===== src/rtl/lmax_pkg.sv =====
package lmax_pkg;

    // Outcome of one bit-serial magnitude comparison, centre versus neighbour
    typedef enum logic [1:0] {
        V_EQ = 2'b00,
        V_GT = 2'b01,
        V_LT = 2'b10
    } verdict_t;

    typedef struct packed {
        logic first;
        logic last;
    } border_t;

    localparam int LINES    = 3;
    localparam int NB_CNT   = 8;
    localparam int PAIR_CNT = 4;

    // Neighbour order: 0 up-left, 1 up, 2 up-right, 3 left,
    // 4 right, 5 down-left, 6 down, 7 down-right.
    // Pairs: vertical, horizontal, main diagonal, anti diagonal.
    function automatic int pair_a(input int p);
        case (p)
            0:       return 1;
            1:       return 3;
            2:       return 0;
            default: return 2;
        endcase
    endfunction

    function automatic int pair_b(input int p);
        case (p)
            0:       return 6;
            1:       return 4;
            2:       return 7;
            default: return 5;
        endcase
    endfunction

    // One MSB-first step: the first differing bit decides, later bits cannot change it
    function automatic verdict_t cmp_step(input logic restart, input verdict_t prev,
                                          input logic c_bit, input logic n_bit);
        verdict_t base;
        base = restart ? V_EQ : prev;
        if (base == V_EQ && c_bit != n_bit)
            return c_bit ? V_GT : V_LT;
        return base;
    endfunction

endpackage


===== src/rtl/lmax_bit_delay.sv =====
module lmax_bit_delay #(
    parameter int DEPTH = 8
) (
    input  logic clk,
    input  logic rst,
    input  logic d_i,
    output logic q_o
);
    logic [DEPTH-1:0] sr_q;

    generate
        if (DEPTH == 1) begin : g_one
            always_ff @(posedge clk) begin
                if (rst) sr_q <= '0;
                else     sr_q <= d_i;
            end
        end else begin : g_many
            always_ff @(posedge clk) begin
                if (rst) sr_q <= '0;
                else     sr_q <= {sr_q[DEPTH-2:0], d_i};
            end
        end
    endgenerate

    assign q_o = sr_q[DEPTH-1];
endmodule


===== src/rtl/lmax_serial_cmp.sv =====
module lmax_serial_cmp import lmax_pkg::*; (
    input  logic     clk,
    input  logic     rst,
    input  logic     restart_i,
    input  logic     ctr_bit_i,
    input  logic     nb_bit_i,
    output verdict_t verdict_o
);
    verdict_t st_q;

    always_ff @(posedge clk) begin
        if (rst) st_q <= V_EQ;
        else     st_q <= cmp_step(restart_i, st_q, ctr_bit_i, nb_bit_i);
    end

    assign verdict_o = st_q;


    verdict_hold_chk: assert property (@(posedge clk) disable iff (rst)
        (!restart_i && st_q != V_EQ) |=> (st_q == $past(st_q)));
endmodule


===== src/rtl/lmax_verdict.sv =====
module lmax_verdict import lmax_pkg::*; (
    input  logic                    clk,
    input  logic                    rst,
    input  logic                    restart_i,
    input  border_t                 bd_i,
    input  verdict_t [NB_CNT-1:0]   vd_i,
    output logic                    flag_o
);
    border_t bd_a_q, bd_b_q;
    logic    flag_q, flag_d, any_eq;
    logic [PAIR_CNT-1:0] pair_win;

    // Pairwise reduction of the eight verdicts
    for (genvar p = 0; p < PAIR_CNT; p++) begin : g_pair
        localparam int IA = pair_a(p);
        localparam int IB = pair_b(p);
        assign pair_win[p] = (vd_i[IA] == V_GT) && (vd_i[IB] == V_GT);
    end

    always_comb begin
        any_eq = 1'b0;
        for (int n = 0; n < NB_CNT; n++)
            if (vd_i[n] == V_EQ) any_eq = 1'b1;
        flag_d = (&pair_win) && !bd_b_q.first && !bd_b_q.last;
    end

    // Border marks travel one word behind the pixel they belong to
    always_ff @(posedge clk) begin
        if (rst) begin
            bd_a_q <= '0;
            bd_b_q <= '0;
            flag_q <= 1'b0;
        end else if (restart_i) begin
            bd_a_q <= bd_i;
            bd_b_q <= bd_a_q;
            flag_q <= flag_d;
        end
    end

    assign flag_o = flag_q;


    border_clear_chk: assert property (@(posedge clk) disable iff (rst)
        (restart_i && (bd_b_q.first || bd_b_q.last)) |=> !flag_q);


    tie_clear_chk: assert property (@(posedge clk) disable iff (rst)
        (restart_i && any_eq) |=> !flag_q);
endmodule


===== src/rtl/lmax_detect3x3.sv =====
module lmax_detect3x3 import lmax_pkg::*; #(
    parameter int PIX_W = 8
) (
    input  logic       clk,
    input  logic       rst,
    input  logic [2:0] line_bit_i,
    input  logic       word_start_i,
    input  logic       first_pix_i,
    input  logic       last_pix_i,
    output logic       out_bit_o,
    output logic       out_start_o,
    output logic       out_flag_o
);
    localparam int OUT_LAT = 2 * PIX_W + 1;
    localparam int PH_W    = $clog2(PIX_W);

    logic [LINES-1:0]      tap_w, tap_2w;
    logic [NB_CNT-1:0]     nb_bit;
    verdict_t [NB_CNT-1:0] vd;
    border_t               bd_in;

    // One word delay gives the centre column, two give the left column
    for (genvar l = 0; l < LINES; l++) begin : g_line
        lmax_bit_delay #(.DEPTH(PIX_W)) u_dly_a (
            .clk(clk), .rst(rst), .d_i(line_bit_i[l]), .q_o(tap_w[l]));
        lmax_bit_delay #(.DEPTH(PIX_W)) u_dly_b (
            .clk(clk), .rst(rst), .d_i(tap_w[l]), .q_o(tap_2w[l]));
    end

    always_comb begin
        nb_bit[0] = tap_2w[0];
        nb_bit[1] = tap_w[0];
        nb_bit[2] = line_bit_i[0];
        nb_bit[3] = tap_2w[1];
        nb_bit[4] = line_bit_i[1];
        nb_bit[5] = tap_2w[2];
        nb_bit[6] = tap_w[2];
        nb_bit[7] = line_bit_i[2];
    end

    for (genvar n = 0; n < NB_CNT; n++) begin : g_cmp
        lmax_serial_cmp u_cmp (
            .clk(clk), .rst(rst), .restart_i(word_start_i),
            .ctr_bit_i(tap_w[1]), .nb_bit_i(nb_bit[n]), .verdict_o(vd[n]));
    end

    assign bd_in = '{first: first_pix_i, last: last_pix_i};

    lmax_verdict u_verdict (
        .clk(clk), .rst(rst), .restart_i(word_start_i),
        .bd_i(bd_in), .vd_i(vd), .flag_o(out_flag_o));

    lmax_bit_delay #(.DEPTH(OUT_LAT)) u_start_dly (
        .clk(clk), .rst(rst), .d_i(word_start_i), .q_o(out_start_o));

    always_ff @(posedge clk) begin
        if (rst) out_bit_o <= 1'b0;
        else     out_bit_o <= tap_2w[1];
    end

    // Word-phase tracker feeding the input-discipline checks only
    logic            seen_q;
    logic [PH_W-1:0] ph_q;

    always_ff @(posedge clk) begin
        if (rst) begin
            seen_q <= 1'b0;
            ph_q   <= '0;
        end else if (word_start_i) begin
            seen_q <= 1'b1;
            ph_q   <= PH_W'(1);
        end else begin
            ph_q   <= (ph_q == PH_W'(PIX_W - 1)) ? '0 : ph_q + 1'b1;
        end
    end


    ws_period_chk: assert property (@(posedge clk) disable iff (rst)
        (seen_q && ph_q == '0) |-> word_start_i);


    ws_gap_chk: assert property (@(posedge clk) disable iff (rst)
        (seen_q && ph_q != '0) |-> !word_start_i);
endmodule


===== config.mk =====
export PLATFORM = sky130hd
export DESIGN_NAME = lmax_detect3x3
export DESIGN_NICKNAME = d
export VERILOG_FILES = /design/src/rtl/lmax_pkg.sv /design/src/rtl/lmax_bit_delay.sv /design/src/rtl/lmax_serial_cmp.sv /design/src/rtl/lmax_verdict.sv /design/src/rtl/lmax_detect3x3.sv
export SDC_FILE = /design/constraint.sdc
export NUM_CORES = 1
export LEC_CHECK = 0
export ABC_AREA = 1
export BUFFER_PORTS_ARGS = -buffer_cell sky130_fd_sc_hd__buf_2
export CAP_MARGIN = 10
export CORE_AREA = 2 2 52 103
export DETAILED_ROUTE_END_ITERATION = 10
export DIE_AREA = 0 0 54 105
export PLACE_DENSITY = 0.74
export SLEW_MARGIN = 15
export SYNTH_ARGS = -nofsm -noshare
export SYNTH_HDL_FRONTEND = slang
export SYNTH_HIERARCHICAL = 1
export SYNTH_SLANG_ARGS = --single-unit

===== constraint.sdc =====
create_clock -name clk -period 2.6 [get_ports clk]
set_input_delay 0.13 -clock clk [delete_from_list [all_inputs] [get_ports clk]]
set_output_delay 0.13 -clock clk [all_outputs]
set_load 0.1 [all_outputs]

Word level (Yosys, flattened, before mapping)
Index checks and enable logic that the tools add are counted.

word-level totals
  output and inout bits = 3
  word-level logic and storage cells = 103
  flip-flop bits (word level) = 87
  bits of input ports = 8

cells by class
  muxes and demuxes = 41
  reduce and logical (&&, ||, !) cells = 25
  equality and inequality tests = 16

operators with widths
  cell                                                  count
  two-way mux 2 bit                                     25
  equality test 2 x 1 -> 1 bit (second input constant)  8
  zero test 2 bit                                       8
  two-way mux 1 bit                                     16
  logical AND 1 bit                                     14
  != test 1 bit                                         8
  AND reduction 4 bit                                   1
  zero test 1 bit                                       2

Depth between registers and ports, before layout
Gate-level depths: netlist of the first run.

  depth after elaboration = 6
  mapped depth = 6
  depth with buffers taken out = 6

Hierarchy
Netlist of the first run, hierarchy kept.

modules (own cells, without submodules)
  module                                  sequential area each (um^2)  instances  cells an instance  area an instance (um^2)
  lmax_bit_delay (g_line[0].u_dly_a ...)  160.2                        6          25                 231.5
  lmax_serial_cmp                         40.0                         8          13                 83.8
  lmax_bit_delay (u_start_dly)            340.3                        1          53                 494.2
  lmax_verdict                            100.1                        1          42                 252.7
  lmax_detect3x3                          20.0                         1          3                  30.0

Least setup slack after synthesis of the first run
OpenSTA, ideal clock, no wires.

  kind = register -> register
  start point = register u_verdict/flag_o (netlist name)
  end point = register u_verdict.flag_q, in the netlist u_verdict/flag_o
  path buffers = 0
  path slack = 1.307 ns
  clock period less this slack = 1.293 ns
  library setup time = 0.067 ns
  stages on the path, launching flop included = 3
  arrival = 1.226 ns
  required time = 2.533 ns
  cell sequence = dfxtp_1 > nand2_1 > a21oi_2

RTL lines
  element               line                text
  to (signal assigned)  lmax_verdict.sv:36  flag_q <= flag_d;
  to (decl)             lmax_verdict.sv:10  logic flag_q, flag_d, any_eq;

Final worst setup path of the first run
  start point = register u_verdict.flag_q, in the netlist u_verdict/flag_o
  end point = output port out_flag_o

RTL lines
  element    line                  text
  to (decl)  lmax_detect3x3.sv:12  output logic out_flag_o

No word-level cell between the ends.

==> metrics.csv, run 1 <==
metric;value;unit
n_fill_cell;458;
yosys_most_used_dff;dfxtp_1;
cp.required;2470;ps
insertion_delay;350;ps
switchingPower;0.496;mW
fin_crit_sh;0.477;
seqCellArea;0.00174;mm²
ys_types;11;
cts-buffers-inserted;9;
yosysSeqAreaShare;0.614;
numClockSinks;87;
layout-drive-gt1-share;0.0833;
rsz0062_at_grt;no;
synth_cells;352;
drv_slew;0;
grt_overflow;0;
swShare;0.205;
cts.hold.buffers_added;1;
multiInputGateArea;641;µm²
drc;0;
fin_setup_tns;0;ps
gr-usage-all-layers;0.174;
coreArea;0.00486;mm²
cts_htree_levels;3;
fmax;0.806;GHz
die_area;0.00567;mm²
die_w;54;µm
yosys.area.top_type;dfxtp_1;
final_antenna_net_count;0;
crit_chain;buf_2;
vias;1879;
synth-adder-area-share;0;
skew;4.29;ps
io_pins;11;
cp_max_fo;2;
cp.arrival;1110;ps
port_buffers;10;
nNetsFinal;375;
synth_area;0.00284;mm²
synth_fp_nets;360;
rows;36;
async_reset_ff_frac;0;
path_buf_inv;1;
synth_compound_area_frac;0.0384;
post_drt_wl_per_cell;9.49;µm
critPathKind;reg2out;
min_path_type;in2reg;
tightestPinTransition;559;ps
synth_xor_xnor_area_share;0;
synth-seq-cells;87;
max-cap-violations;0;
slowest_stage;buf_2;
hp-start;last_pix_i;
p_int;1.93;mW
synthTopCellsByArea;dfxtp_1, inv_1, nor2_1;
dp.final_hpwl;2640;µm
leakage;1.30;nW
drt-initial-drc-count;28;
hold_depth;3;
synth_simple_gate_area_frac;0.187;
synth.most_common_cell;inv_1;
antenna_found_initial;0;
hold_violations;0;
status;finished clean;
reg2reg_slack;1450;ps
diodes;0;
fin_crit;1240;ps
ir_worst_vdd;0.000618;V
drt_first_pass_iters;4;
reg2regPathDepth;4;
synth_warnings;6;
cts-root-buf;clkbuf_8;
synthTopCellsByCount;inv_1, nor2_1, dfxtp_1;
share_seq_of_total_power;0.558;
viasPerCell;4.38;
synth_enable_flop_cells;0;
syn_to_final_growth;9.84;%
finalSetupViolations;0;
avgSynthCellArea;8.06;µm²
clock_power_share;0.417;
min_to;u_verdict/bd_a_q[0];
r2r_end;g_cmp[0].u_cmp/verdict_o[0];
clkSlewWorstSetupHoldPaths;80;ps
power.share.combinational;0.025;
synth_top_family_by_area;simple AND/OR/NAND/NOR gates;
start_util;0.583;
cts_setup_buffers;0;
regToRegStartpoint;g_line[1].u_dly_a/sr_q[7];
cts_tree;done;
cp-start-kind;register;
wl;4070;µm
dieHeight;105;µm
yosysTopAreaCellShare;0.614;
grt_pass1_vias;1741;
clk_path_buf_depth;2;
cpLargestDelayFamily;buffers and inverters;
powerDensity;778;mW/mm²
finalWeightedCongestion;0.705;
cts_resized;0;
synth_mux_area_frac;0;
hold_ws;32.0;ps
grt_max_degree;61;
critical_path.endpoint_type;output port;
relSlewSlack;0.627;
grt_pass1_wl;7020;µm
critPathMaxStageDelay;420;ps
## worst max path at each step
stage | cells after the start | to | slack, ps | from
after global placement | 7 | u_verdict/flag_o | 1460 | word_start_i
after global routing | 1 | out_flag_o | 1300 | u_verdict/flag_o
after CTS | 1 | out_flag_o | 1330 | u_verdict/flag_o
final | 1 | out_flag_o | 1360 | u_verdict/flag_o
after floorplan | 2 | u_verdict/flag_o | 1310 | u_verdict/flag_o
after detailed placement | 7 | u_verdict/flag_o | 1470 | word_start_i
## placed cells by master, fill, tap and decap left out, types with 2 or more instances in the layout
master     instances
a21oi_1           20
buf_2             10
bufinv_16          2
clkbuf_8          10
clkinv_2           3
dfxtp_1           87
inv_1             95
nand2_1           47
nor2_1            90
nor2_2             2
## cells by family after synthesis
logic type | count (synthesis)
and+or+nand+nor | 140
AOI/OAI and AO/OA | 21
DFF | 87
buffers and inverters | 104
## state kept, by name, indices dropped and copies added (netlist names)
signal	cells
u_verdict/flag_o	1
u_verdict/bd_a_q	2
out_bit_o	1
g_line.u_dly_a/sr_q	24
u_start_dly/sr_q	17
g_cmp.u_cmp/verdict_o	16
g_line.u_dly_b/sr_q	24
u_verdict/bd_b_q	2
## power groups by stage
stage               clock, mW  sequential [mW]  combinational (mW)
finish                   1.01             1.35              0.0599
global route             1.09             1.35              0.0694
CTS                      1.05             1.35              0.0611
detailed placement          0             1.38              0.0593
global placement            0             1.38              0.0583
floorplan                   0             1.38              0.0459
## final cells by class
| cell class | instances | share of cell area |
|---|---|---|
| timing repair buffer | 12 | 0.0257 |
| multi-input combinational | 161 | 0.206 |
| clock inverter | 6 | 0.0269 |
| inverter | 96 | 0.116 |
| sequential | 87 | 0.559 |
| tap | 57 | 0.0229 |
| clock buffer | 10 | 0.0442 |
## per-stage QoR
| stage | instances | instance area [µm²] | util | setup WS, ps | power, mW |
|---|---|---|---|---|---|
| 3_5_place_dp | 412 | 2880 | 0.593 | 1470 | 1.44 |
| 3_3_place_gp | 412 | 2880 | 0.593 | 1460 | 1.44 |
| 5_1_grt | 429 | 3120 | 0.640 | 1300 | 2.52 |
| 4_1_cts | 429 | 3120 | 0.640 | 1330 | 2.46 |
| 2_1_floorplan | 352 | 2840 | - | 1310 | 1.43 |
| 6_report | 429 | 3120 | 0.640 | 1360 | 2.42 |
## metal layers
| metal | part of all wire | up-vias | GRT usage | routed length, µm |
|---|---|---|---|---|
| li1 | - | 1010 | - | - |
| met1 | 0.44 | 831 | 0.188 | 1780 |
| met2 | 0.49 | 22 | 0.264 | 1980 |
| met3 | 0.028 | 16 | 0.0571 | 116 |
| met4 | 0.047 | 0 | 0.136 | 193 |
| met5 | 0 | - | 0 | 0 |
## worst reg2reg max path, cell delays in order (launching register included)
cell and delay [ps]:
dfxtp_1 680, inv_1 90, nor2_1 120, nand2_1 70, a21oi_1 130
No activity file was read; power rests on OpenSTA's default activity.
==> inputs of run 2 (changes only) <==
CORE_AREA = 2 2 53 104   (was 2 2 52 103)
DIE_AREA = 0 0 55 106   (was 0 0 54 105)
PLACE_DENSITY = 0.72   (was 0.74)
clock period = 1.25 ns   (was 2.6 ns; I/O delays follow)
==> run 2 against run 1 <==
Non-clock buffer count is 6 higher. Core utilization is 2.0 points lower. Sequential cell count stayed put. Register-to-register slack worse by 1100 ps. Worst setup slack worse by 1300 ps. First-iteration DRC count is 25% higher. Sequential power is 110% higher. Sequential share of layout area is 0.78 points lower. Die area is 2.8% higher. Worst hold slack better by 33 ps. Combinational power is 140% higher. Critical path type unchanged. Largest cell class unchanged.
==> metrics.csv, run 2 (synthesized netlist as in run 1, its figures left out) <==
metric;value;unit
status;finished clean;
final_antenna_net_count;0;
layout-drive-gt1-share;0.0899;
regToRegStartpoint;g_line[1].u_dly_a/sr_q[7];
mostFrequentLayoutCells;inv_1, nor2_1, dfxtp_1;
drt-initial-drc-count;35;
finalWeightedCongestion;0.811;
rsz0062_at_grt;no;
cpLargestDelayFamily;buffers and inverters;
swShare;0.211;
r2r_end;g_cmp[0].u_cmp/verdict_o[0];
min_to;u_start_dly/sr_q[13];
reg_top3;g_line.u_dly_a/sr_q (24), g_line.u_dly_b/sr_q (24), u_start_dly/sr_q (17);
drv_slew;0;
wl;4050;µm
grt_pass1_wl;7310;µm
multiInputGateArea;641;µm²
dieHeight;106;µm
diodes;0;
critPathMaxStageDelay;420;ps
total_power;4.84;mW
met2_usage;0.286;
dp.final_hpwl;2650;µm
critical_path.endpoint_type;output port;
clk_path_buf_depth;2;
critPathKind;reg2out;
slowest_stage;buf_2;
leakage;1.32;nW
insertion_delay;350;ps
fmax;0.856;GHz
post_drt_wl_per_cell;9.30;µm
die_area;0.00583;mm²
cp.required;1190;ps
crit_chain;buf_2;
cts.hold.buffers_added;5;
power.share.combinational;0.029;
ir_worst_vdd;0.00138;V
max-cap-violations;0;
layout.cells.non_filler;436;
reg2reg_slack;320;ps
relSlewSlack;0.679;
p_int;3.82;mW
viasPerCell;4.33;
rows;37;
skew;3.98;ps
gr-usage-all-layers;0.178;
cts_setup_buffers;0;
layout_setup_ws;81.3;ps
share_seq_of_total_power;0.581;
cts-root-buf;clkbuf_8;
drc;0;
cts_resized;0;
use_met1;0.174;
syn_to_final_growth;11.5;%
seqCellArea;0.00174;mm²
cts_tree;done;
cts-buffers-inserted;9;
fin_crit;1170;ps
cp.arrival;1110;ps
dp.cells;415;
final_common_cell;inv_1;
grt_max_degree;48;
drt_first_pass_iters;4;
finalSetupViolations;0;
antenna_found_initial;0;
tightestPinTransition;485;ps
cp_max_fo;2;
path_buf_inv;1;
nNetsFinal;381;
cts_htree_levels;3;
grt_util_met3;0.0534;
grt_pass1_vias;1870;
fin_setup_tns;0;ps
vias;1890;
hold_violations;0;
postLayoutCoreUtil;0.621;
clkSlewWorstSetupHoldPaths;80;ps
n_fill_cell;491;
cp-start-kind;register;
coreArea;0.00509;mm²
io_pins;11;
clock_power_share;0.390;
dpl_worst_slack;341;ps
port_buffers;10;
grt-busiest-layer;met2;
hold_depth;2;
fin_crit_sh;0.935;
powerDensity;1530;mW/mm²
hp-start;rst;
switchingPower;1.02;mW
numClockSinks;87;
start_util;0.557;
reg2regPathDepth;5;
grt_overflow;0;
min_path_type;in2reg;
die_w;55;µm
run 2: cell count changes in the layout (fill, tap and decap cells not counted), sizes merged:
| cell | delta |
|---|---|
| bufinv | -1 |
| clkinvlp | +2 |
| buf | +2 |
| dlygate4sd3 | +4 |
| clkinv | -1 |
run 2: area by class of cell:
class,instances,area share
well taps,58,0.0230
multi-input cells,161,0.203
clock inverters,6,0.0190
clock buffers,10,0.0435
repair buffers,18,0.0467
inverters,96,0.114
flip-flops and latches,87,0.551
run 2: layer usage:
layer | up-vias | part of all wire
met5 | - | 0
met4 | 0 | 0.051
met3 | 13 | 0.027
met2 | 17 | 0.50
met1 | 836 | 0.42
li1 | 1024 | -
run 2: worst max path at each step:
stage / from / endpoint / cells past startpoint
final: u_verdict/flag_o / out_flag_o / 1
after global routing: u_verdict/flag_o / out_flag_o / 1
after CTS: u_verdict/flag_o / out_flag_o / 1
after detailed placement: word_start_i / u_verdict/flag_o / 7
after global placement: g_cmp[2].u_cmp/verdict_o[0] / u_verdict/flag_o / 6
after floorplan: out_bit_o / out_bit_o / 0
run 2: power by group through the flow:
stage	registers [mW]	clock network [mW]	logic (mW)
global route	2.82	2.07	0.165
finish	2.81	1.89	0.142
detailed placement	2.88	0	0.132
global placement	2.88	0	0.130
CTS	2.81	1.95	0.146
floorplan	2.88	0	0.0954
run 2: stage by stage:
stage,hold WS (ps),instance area (µm²)
2_1_floorplan,118,2840
3_3_place_gp,316,2910
3_5_place_dp,321,2910
4_1_cts,42.4,3160
5_1_grt,55.8,3160
6_report,64.8,3160
